===== config.mk =====
export PLATFORM = sky130hd
export DESIGN_NAME = smb_host_regs
export DESIGN_NICKNAME = d
export VERILOG_FILES = /design/src/rtl/smbh_pkg.sv /design/src/rtl/smbh_status.sv /design/src/rtl/smbh_blkbuf.sv /design/src/rtl/smb_host_regs.sv
export SDC_FILE = /design/constraint.sdc
export NUM_CORES = 1
export LEC_CHECK = 0
export ABC_CLOCK_PERIOD_IN_PS = 11250
export BUFFER_PORTS_ARGS = -buffer_cell sky130_fd_sc_hd__buf_2
export CAP_MARGIN = 15
export CELL_PAD_IN_SITES_DETAIL_PLACEMENT = 1
export CELL_PAD_IN_SITES_GLOBAL_PLACEMENT = 1
export CORE_MARGIN = 2
export CORE_UTILIZATION = 40
export CTS_CLUSTER_DIAMETER = 200
export DETAILED_ROUTE_END_ITERATION = 8
export GPL_ROUTABILITY_DRIVEN = 1
export PLACE_DENSITY_LB_ADDON = 0.1
export SLEW_MARGIN = 25
export SYNTH_ARGS = -nofsm -noshare
export SYNTH_HDL_FRONTEND = slang
export SYNTH_SLANG_ARGS = --single-unit

===== constraint.sdc =====
create_clock -name clk -period 11.25 [get_ports clk]
set_clock_uncertainty 0.2 [all_clocks]
set_input_delay 3.375 -clock clk [delete_from_list [all_inputs] [get_ports clk]]
set_output_delay 3.375 -clock clk [all_outputs]
set_load 0.005 [all_outputs]

===== src/rtl/smbh_pkg.sv =====
package smbh_pkg;
   // register offsets (decoded by software, so they are fixed)
   localparam int OFF_STS  = 'h00;
   localparam int OFF_CTL  = 'h02;
   localparam int OFF_CODE = 'h03;
   localparam int OFF_SLV  = 'h04;
   localparam int OFF_DAT0 = 'h05;
   localparam int OFF_DAT1 = 'h06;
   localparam int OFF_BLK  = 'h07;
   localparam int OFF_PEC  = 'h08;
   localparam int OFF_AUXS = 'h0C;
   localparam int OFF_AUXC = 'h0D;

   // status bit positions
   localparam int ST_BUSY   = 0;
   localparam int ST_DONE   = 1;
   localparam int ST_DEVERR = 2;
   localparam int ST_BUSERR = 3;
   localparam int ST_FAILED = 4;
   localparam int ST_ALERT  = 5;
   localparam int ST_INUSE  = 6;
   localparam int ST_BYTE   = 7;

   // control bit positions
   localparam int CT_GO = 6;

   typedef enum logic [1:0] {
      RES_OK     = 2'd0,
      RES_DEVERR = 2'd1,
      RES_BUSERR = 2'd2,
      RES_FAILED = 2'd3
   } smbh_result_e;

   typedef struct packed {
      logic       pec_en;
      logic [2:0] cmd_type;
      logic       kill;
      logic       irq_en;
   } smbh_ctl_t;

   typedef struct packed {
      logic [2:0] cmd_type;
      logic       pec_en;
      logic [7:0] slave;
      logic [7:0] code;
      logic [7:0] data0;
      logic [7:0] data1;
      logic [7:0] pec_byte;
      logic       append_crc;
      logic       buf_en;
   } smbh_launch_t;
endpackage


===== src/rtl/smbh_status.sv =====
module smbh_status
   import smbh_pkg::*;
(
   input  logic       clk,
   input  logic       rst_n,
   input  logic       rd_hit,
   input  logic       wr_hit,
   input  logic [7:1] wmask,
   input  logic       start_acc,
   input  logic       done,
   input  logic [1:0] result,
   input  logic       alert,
   input  logic       byte_done,
   output logic [7:0] status
);
   logic [7:0] sts_q;
   logic [7:1] clr_v, set_v;

   always_comb begin
      clr_v = wr_hit ? wmask : '0;
      set_v = '0;
      if (done) begin
         case (smbh_result_e'(result))
            RES_OK:     set_v[ST_DONE]   = 1'b1;
            RES_DEVERR: set_v[ST_DEVERR] = 1'b1;
            RES_BUSERR: set_v[ST_BUSERR] = 1'b1;
            default:    set_v[ST_FAILED] = 1'b1;
         endcase
      end
      set_v[ST_ALERT] = alert;
      set_v[ST_BYTE]  = byte_done;
      set_v[ST_INUSE] = rd_hit & ~sts_q[ST_INUSE];
   end

   always_ff @(posedge clk) begin
      if (!rst_n) begin
         sts_q <= '0;
      end else begin
         sts_q[7:1] <= (sts_q[7:1] & ~clr_v) | set_v;
         if (start_acc)
            sts_q[ST_BUSY] <= 1'b1;
         else if (done)
            sts_q[ST_BUSY] <= 1'b0;
      end
   end

   assign status = sts_q;


   inuse_claim_chk: assert property (@(posedge clk) disable iff (!rst_n)
      rd_hit && !sts_q[ST_INUSE] |=> sts_q[ST_INUSE]);

   done_clears_busy_chk: assert property (@(posedge clk) disable iff (!rst_n)
      done && !start_acc |=> !sts_q[ST_BUSY]);

   w1c_done_chk: assert property (@(posedge clk) disable iff (!rst_n)
      wr_hit && wmask[ST_DONE] && !done |=> !sts_q[ST_DONE]);
endmodule


===== src/rtl/smbh_blkbuf.sv =====
module smbh_blkbuf #(
   parameter int DEPTH = 32,
   localparam int PTR_W = $clog2(DEPTH)
) (
   input  logic             clk,
   input  logic             rst_n,
   input  logic             en,
   input  logic             port_rd,
   input  logic             port_wr,
   input  logic [7:0]       port_wdata,
   input  logic             ptr_clr,
   output logic [7:0]       port_rdata,
   input  logic             eng_we,
   input  logic [PTR_W-1:0] eng_idx,
   input  logic [7:0]       eng_wdata,
   output logic [7:0]       eng_rdata
);
   logic [7:0]       mem [DEPTH];
   logic [PTR_W-1:0] ptr_q, ptr_nxt;
   logic             step;

   assign step = en & (port_rd | port_wr);

   generate
      if ((1 << PTR_W) == DEPTH) begin : g_wrap_free
         assign ptr_nxt = ptr_q + 1'b1;
      end else begin : g_wrap_cmp
         assign ptr_nxt = (int'(ptr_q) == DEPTH - 1) ? '0 : ptr_q + 1'b1;
      end
   endgenerate

   always_ff @(posedge clk) begin
      if (!rst_n)
         ptr_q <= '0;
      else if (ptr_clr)
         ptr_q <= '0;
      else if (step)
         ptr_q <= ptr_nxt;
   end

   always_ff @(posedge clk) begin
      for (int i = 0; i < DEPTH; i++) begin
         if (!rst_n)
            mem[i] <= '0;
         else if (en && port_wr) begin
            if (int'(ptr_q) == i) mem[i] <= port_wdata;
         end else if (eng_we) begin
            if (int'(eng_idx) == i) mem[i] <= eng_wdata;
         end
      end
   end

   assign port_rdata = en ? mem[ptr_q] : '0;
   assign eng_rdata  = (int'(eng_idx) < DEPTH) ? mem[eng_idx] : '0;


   ptr_clear_chk: assert property (@(posedge clk) disable iff (!rst_n)
      ptr_clr |=> ptr_q == '0);

   disabled_hold_chk: assert property (@(posedge clk) disable iff (!rst_n)
      !en && !ptr_clr |=> $stable(ptr_q));
endmodule


===== src/rtl/smb_host_regs.sv =====
module smb_host_regs
   import smbh_pkg::*;
#(
   parameter int ADDR_W = 8,
   parameter int BUF_DEPTH = 32,
   localparam int PTR_W = $clog2(BUF_DEPTH)
) (
   input  logic              clk,
   input  logic              rst_n,
   input  logic              bus_wr,
   input  logic              bus_rd,
   input  logic [ADDR_W-1:0] bus_addr,
   input  logic [7:0]        bus_wdata,
   output logic [7:0]        bus_rdata,
   output logic              eng_start,
   output logic              eng_kill,
   output logic [2:0]        eng_cmd_type,
   output logic              eng_pec_en,
   output logic [7:0]        eng_slave,
   output logic [7:0]        eng_code,
   output logic [7:0]        eng_data0,
   output logic [7:0]        eng_data1,
   output logic [7:0]        eng_pec_byte,
   output logic              eng_append_crc,
   output logic              eng_buf_en,
   input  logic              eng_done,
   input  logic [1:0]        eng_result,
   input  logic              eng_crc_err,
   input  logic              eng_byte_done,
   input  logic              eng_alert,
   input  logic              eng_dat_we,
   input  logic [7:0]        eng_dat0_in,
   input  logic [7:0]        eng_dat1_in,
   input  logic              eng_buf_we,
   input  logic [PTR_W-1:0]  eng_buf_idx,
   input  logic [7:0]        eng_buf_wdata,
   output logic [7:0]        eng_buf_rdata
);
   generate
      if (ADDR_W < 4) begin : g_bad_addr
         $error("smb_host_regs: ADDR_W must cover offset 0x0D");
      end
      if (BUF_DEPTH < 2) begin : g_bad_depth
         $error("smb_host_regs: BUF_DEPTH must be at least 2");
      end
   endgenerate

   function automatic logic hit(input logic [ADDR_W-1:0] a, input int off);
      return a == ADDR_W'(off);
   endfunction

   smbh_ctl_t    ctl_q;
   smbh_launch_t launch_q;
   logic [7:0]   code_q, slv_q, dat0_q, dat1_q, pec_q;
   logic [1:0]   auxc_q;
   logic         crc_q;
   logic         start_q;
   logic [7:0]   status;
   logic [7:0]   blk_rdata;
   logic         busy, start_acc;
   logic         wr_ctl, rd_ctl, wr_sts, rd_sts;

   assign wr_ctl    = bus_wr & hit(bus_addr, OFF_CTL);
   assign rd_ctl    = bus_rd & hit(bus_addr, OFF_CTL);
   assign wr_sts    = bus_wr & hit(bus_addr, OFF_STS);
   assign rd_sts    = bus_rd & hit(bus_addr, OFF_STS);
   assign busy      = status[ST_BUSY];
   assign start_acc = wr_ctl & bus_wdata[CT_GO] & ~busy;

   smbh_status u_status (
      .clk       (clk),
      .rst_n     (rst_n),
      .rd_hit    (rd_sts),
      .wr_hit    (wr_sts),
      .wmask     (bus_wdata[7:1]),
      .start_acc (start_acc),
      .done      (eng_done),
      .result    (eng_result),
      .alert     (eng_alert),
      .byte_done (eng_byte_done),
      .status    (status)
   );

   smbh_blkbuf #(.DEPTH(BUF_DEPTH)) u_blkbuf (
      .clk        (clk),
      .rst_n      (rst_n),
      .en         (auxc_q[1]),
      .port_rd    (bus_rd & hit(bus_addr, OFF_BLK)),
      .port_wr    (bus_wr & hit(bus_addr, OFF_BLK)),
      .port_wdata (bus_wdata),
      .ptr_clr    (rd_ctl),
      .port_rdata (blk_rdata),
      .eng_we     (eng_buf_we),
      .eng_idx    (eng_buf_idx),
      .eng_wdata  (eng_buf_wdata),
      .eng_rdata  (eng_buf_rdata)
   );

   // software-staged registers
   always_ff @(posedge clk) begin
      if (!rst_n) begin
         ctl_q  <= '0;
         code_q <= '0;
         slv_q  <= '0;
         dat0_q <= '0;
         dat1_q <= '0;
         pec_q  <= '0;
         auxc_q <= '0;
         crc_q  <= 1'b0;
      end else begin
         if (wr_ctl) begin
            ctl_q.irq_en   <= bus_wdata[0];
            ctl_q.kill     <= bus_wdata[1];
            ctl_q.cmd_type <= bus_wdata[4:2];
            ctl_q.pec_en   <= bus_wdata[7];
         end
         if (bus_wr && hit(bus_addr, OFF_CODE)) code_q <= bus_wdata;
         if (bus_wr && hit(bus_addr, OFF_SLV))  slv_q  <= bus_wdata;
         if (bus_wr && hit(bus_addr, OFF_PEC))  pec_q  <= bus_wdata;
         if (bus_wr && hit(bus_addr, OFF_AUXC)) auxc_q <= bus_wdata[1:0];
         if (bus_wr && hit(bus_addr, OFF_DAT0)) dat0_q <= bus_wdata;
         else if (eng_dat_we)                   dat0_q <= eng_dat0_in;
         if (bus_wr && hit(bus_addr, OFF_DAT1)) dat1_q <= bus_wdata;
         else if (eng_dat_we)                   dat1_q <= eng_dat1_in;
         if (eng_crc_err)
            crc_q <= 1'b1;
         else if (bus_wr && hit(bus_addr, OFF_AUXS) && bus_wdata[0])
            crc_q <= 1'b0;
      end
   end

   // launch snapshot
   always_ff @(posedge clk) begin
      if (!rst_n) begin
         launch_q <= '0;
         start_q  <= 1'b0;
      end else begin
         start_q <= start_acc;
         if (start_acc) begin
            launch_q.cmd_type   <= bus_wdata[4:2];
            launch_q.pec_en     <= bus_wdata[7];
            launch_q.slave      <= slv_q;
            launch_q.code       <= code_q;
            launch_q.data0      <= dat0_q;
            launch_q.data1      <= dat1_q;
            launch_q.pec_byte   <= pec_q;
            launch_q.append_crc <= auxc_q[0];
            launch_q.buf_en     <= auxc_q[1];
         end
      end
   end

   assign eng_start      = start_q;
   assign eng_kill       = ctl_q.kill;
   assign eng_cmd_type   = launch_q.cmd_type;
   assign eng_pec_en     = launch_q.pec_en;
   assign eng_slave      = launch_q.slave;
   assign eng_code       = launch_q.code;
   assign eng_data0      = launch_q.data0;
   assign eng_data1      = launch_q.data1;
   assign eng_pec_byte   = launch_q.pec_byte;
   assign eng_append_crc = launch_q.append_crc;
   assign eng_buf_en     = launch_q.buf_en;

   // read mux
   always_comb begin
      bus_rdata = '0;
      if (bus_rd) begin
         if (hit(bus_addr, OFF_STS))       bus_rdata = status;
         else if (hit(bus_addr, OFF_CTL))  bus_rdata = {ctl_q.pec_en, 2'b00, ctl_q.cmd_type, ctl_q.kill, ctl_q.irq_en};
         else if (hit(bus_addr, OFF_CODE)) bus_rdata = code_q;
         else if (hit(bus_addr, OFF_SLV))  bus_rdata = slv_q;
         else if (hit(bus_addr, OFF_DAT0)) bus_rdata = dat0_q;
         else if (hit(bus_addr, OFF_DAT1)) bus_rdata = dat1_q;
         else if (hit(bus_addr, OFF_BLK))  bus_rdata = blk_rdata;
         else if (hit(bus_addr, OFF_PEC))  bus_rdata = pec_q;
         else if (hit(bus_addr, OFF_AUXS)) bus_rdata = {7'd0, crc_q};
         else if (hit(bus_addr, OFF_AUXC)) bus_rdata = {6'd0, auxc_q};
      end
   end


   start_sets_busy_chk: assert property (@(posedge clk) disable iff (!rst_n)
      eng_start |-> status[ST_BUSY]);

   start_single_chk: assert property (@(posedge clk) disable iff (!rst_n)
      eng_start |=> !eng_start);

   launch_hold_chk: assert property (@(posedge clk) disable iff (!rst_n)
      !eng_start |-> $stable(eng_cmd_type) && $stable(eng_data0) && $stable(eng_slave));

   busy_start_ignored_chk: assert property (@(posedge clk) disable iff (!rst_n)
      wr_ctl && bus_wdata[CT_GO] && status[ST_BUSY] |=> !eng_start);

   crc_flag_set_chk: assert property (@(posedge clk) disable iff (!rst_n)
      eng_crc_err |=> crc_q);
endmodule


==> key figures <==
Critical path
  – Crit end category: output port
  – Reg-to-Reg End: u_blkbuf.mem[9][1]
  – Worst path arrival time: 5.89 ns
  – Nature of the critical path startpoint: input port
  – Worst r2r src: auxc_q[1]
  – Worst path required time: 7.68 ns
  – Worst Reg-to-Reg Cells: 4
  – Critical Path Fanout Max: 37
  – WS Path Type: in -> out
  – R2R setup slack: 7.71 ns

STA
  – Worst-Margin Slew: 1.07 ns
  – Final worst slack: 1.79 ns
  – Fmax achieved: 106 MHz
  – Min Tclk post-route: 9.46 ns
  – Final Max Tran Viols: 0
  – TNS Setup: 0 ns
  – RSZ-0062 raised after global routing: no
  – Final setup violation count: 0
  – Worst slew margin: 28.3%
  – Fin. Hold Viols: 0
  – Tcrit/Tclk final: 84.1%

Routing
  – DRC viols: 0
  – Avg Vias per Cell: 6.82
  – DRT iter0 DRCs: 1898
  – Routed wire per std cell: 34.6 um
  – Via count: 16.4k
  – Final WL: 83.0 mm
  – Post-route ant nets: 0
  – 1st-pass router iterations: 5

CTS
  – Max clock buf depth: 3
  – Root Driver: clkbuf_16
  – CTS HTree Levels: 2
  – CTS Hold Bufs: 0
  – Post-CTS sizing: 0
  – Later-pin clock latency in the skew report: 0.58 ns
  – Num CTS Buffers: 44
  – Clock-pin slew on the worst setup and hold paths: 0.05 ns
  – Clk sink count: 370
  – CTS tree: done
  – Post-CTS setup buffers: 0

Floorplanning
  – Starting Density: 40.4%
  – Row Count: 81
  – Ports: 121
  – Core Area: 48800 um2
  – Die area: 51100 um2
  – Die X: 226 um
  – Die Y-Extent: 226 um

Status
  – Run status: finished, final reports clean

Layout
  – Commonest cells after routing, fill and taps aside: edfxtp_1, nand2_1, o22ai_1
  – Non-filler instance count after layout: 2401
  – NumNets Final: 1767
  – Post-route design area: 22300 um2
  – Layout area overhead: 12.9%
  – Most common cell after layout, fill and taps aside: edfxtp_1
  – Register area: 9980 um2
  – Share of layout cells above drive strength 1: 23.7%
  – Fillers: 5149
  – Fin util: 45.6%
  – Area occupied by multi-input gates: 9120 um2

Place
  – Placed Area: 20800 um2
  – IO Port Bufs: 120
  – Gp weighted congestion: 0.926
  – HPWL Detailed: 57.0 mm
  – Placed Instances: 2322
  – Dpl ws: 1.73 ns

Synthesis
  – Yosys Warn Count: 0
  – Yosys reg bits: 370
  – Yosys cell types: 60
  – Mapped Cells: 1676
  – Mapped cell area: 19700 um2
  – Seq/Total Area, Yosys: 50.5%
  – Avg Cell Area, Syn: 11.8 um2
  – Mapped Nets: 1739
  – Post-synth EDFFs: 256
  – Primary FF master, synth: edfxtp_1
  – Async set or reset register ratio after synthesis: 0%

Power and ir drop
  – Combinational share of power: 8.6%
  – Max rail drop VDD: 0.000130 V
  – Leakage: 7.14 nW
  – Register share of total power: 47.2%
  – Switching power share of the total: 25.0%
  – Clock Power Share: 44.3%
  – NetSw: 0.000828 W
  – Internal power: 0.00248 W
  – Power Density: 148 nW/um2

Hold path
  – Worst Hold Depth: 2
  – Worst Hold Endpoint: eng_data0[2]
  – Hold WC Path Type: reg -> reg
  – Hold_sp: eng_data0[2]

GRT
  – Largest net degree at the start of global routing: 72
  – First-pass GRT wire length: 118 mm
  – GRT overflow: 0
  – GRT Util Overall: 32.5%
  – Vias in the first global route: 16.3k
  – Initial antenna violation count: 0

Job
  – # Max-Cap Violations: 0
==> synthesized netlist by cell type, types with 9 or more instances <==
cell / instances / share of area (%)
a211oi_1: 20 / 0.76
a21boi_0: 9 / 0.34
a21oi_1: 73 / 1.9
a22o_1: 28 / 1.2
buf_1: 17 / 0.32
buf_2: 45 / 1.1
clkbuf_1: 108 / 2.1
dfxtp_1: 114 / 12
edfxtp_1: 256 / 39
inv_1: 12 / 0.23
mux2_2: 13 / 0.74
mux2i_1: 58 / 2.9
mux4_2: 137 / 16
nand2_1: 237 / 4.5
nand2b_1: 11 / 0.35
nand3_1: 35 / 0.89
nor2_1: 68 / 1.3
nor2b_1: 21 / 0.67
nor3_1: 12 / 0.30
o21ai_0: 18 / 0.46
o221ai_1: 29 / 1.3
o22ai_1: 234 / 7.4
==> registers in the layout, summed over array words and instances (netlist names), 2 cells and up, named ones only <==
signal,count
eng_cmd_type,3
eng_slave,8
u_status.status,8
eng_pec_byte,8
u_blkbuf.ptr_q,5
u_blkbuf.mem,256
ctl_q,5
dat0_q,8
eng_code,8
eng_data0,8
slv_q,8
pec_q,8
code_q,8
eng_data1,8
dat1_q,8
auxc_q,2
==> critical path, cell delays in order <==
cell and delay (ns):
buf_4 0.58, buf_12 0.35, mux4_2 0.54, mux4_2 0.47
mux2_2 0.36, buf_2 0.16
==> final cells by class <==
class	instances	share of cell area, %
Multi-Input combinational cell	1120	40.9
Clock inverter	25	1.13
Tap cell	664	3.73
Inverter	14	0.241
Clock buffer	53	5.28
Timing Repair Buffer	154	3.93
Antenna cell	1	0.0112
Sequential cell	370	44.8
==> metrics by stage <==
stage                     power [W]  hold slack, ns
final                       0.00331           0.249
after CTS                   0.00331           0.253
after detailed placement    0.00186           0.245
after global placement      0.00186           0.240
after floorplan             0.00172           0.239
after global routing        0.00339           0.278
==> power by group through the flow <==
stage	logic [W]	registers [W]	clock network, W
final	0.000283	0.00156	0.00146
after floorplan	0.000170	0.00155	0
after detailed placement	0.000277	0.00159	0
after global routing	0.000294	0.00156	0.00153
after CTS	0.000279	0.00156	0.00148
after global placement	0.000273	0.00158	0
==> worst max path at each step <==
stage                    from                to  slack [ns]  depth (start not counted)
6_report       eng_buf_idx[0]  eng_buf_rdata[4]        1.79                          6
5_1_grt        eng_buf_idx[0]  eng_buf_rdata[3]        1.64                          6
4_1_cts        eng_buf_idx[0]  eng_buf_rdata[1]        1.73                          6
3_5_place_dp   eng_buf_idx[0]  eng_buf_rdata[1]        1.73                          6
3_3_place_gp   eng_buf_idx[0]  eng_buf_rdata[7]        1.77                          6
2_1_floorplan  eng_buf_idx[0]  eng_buf_rdata[3]        2.49                          5
==> metal layers <==
metal / part of all wire (%) / wire, um / GRT usage, %
met5: 0 / 0 / 0
met1: 37 / 30600 / 40.3
met4: 7.3 / 6050 / 19.9
met2: 48 / 39800 / 53.7
met3: 8.0 / 6600 / 5.07
==> cells by family after synthesis <==
family	synth area share [%]
compound gates	15.5
buf+inv	3.88
xor+xnor	0.133
simple gates	10.2
fa+ha+maj	0.380
mux	19.3
flops	50.5
Note: power is estimated with default switching activity, not from simulation.
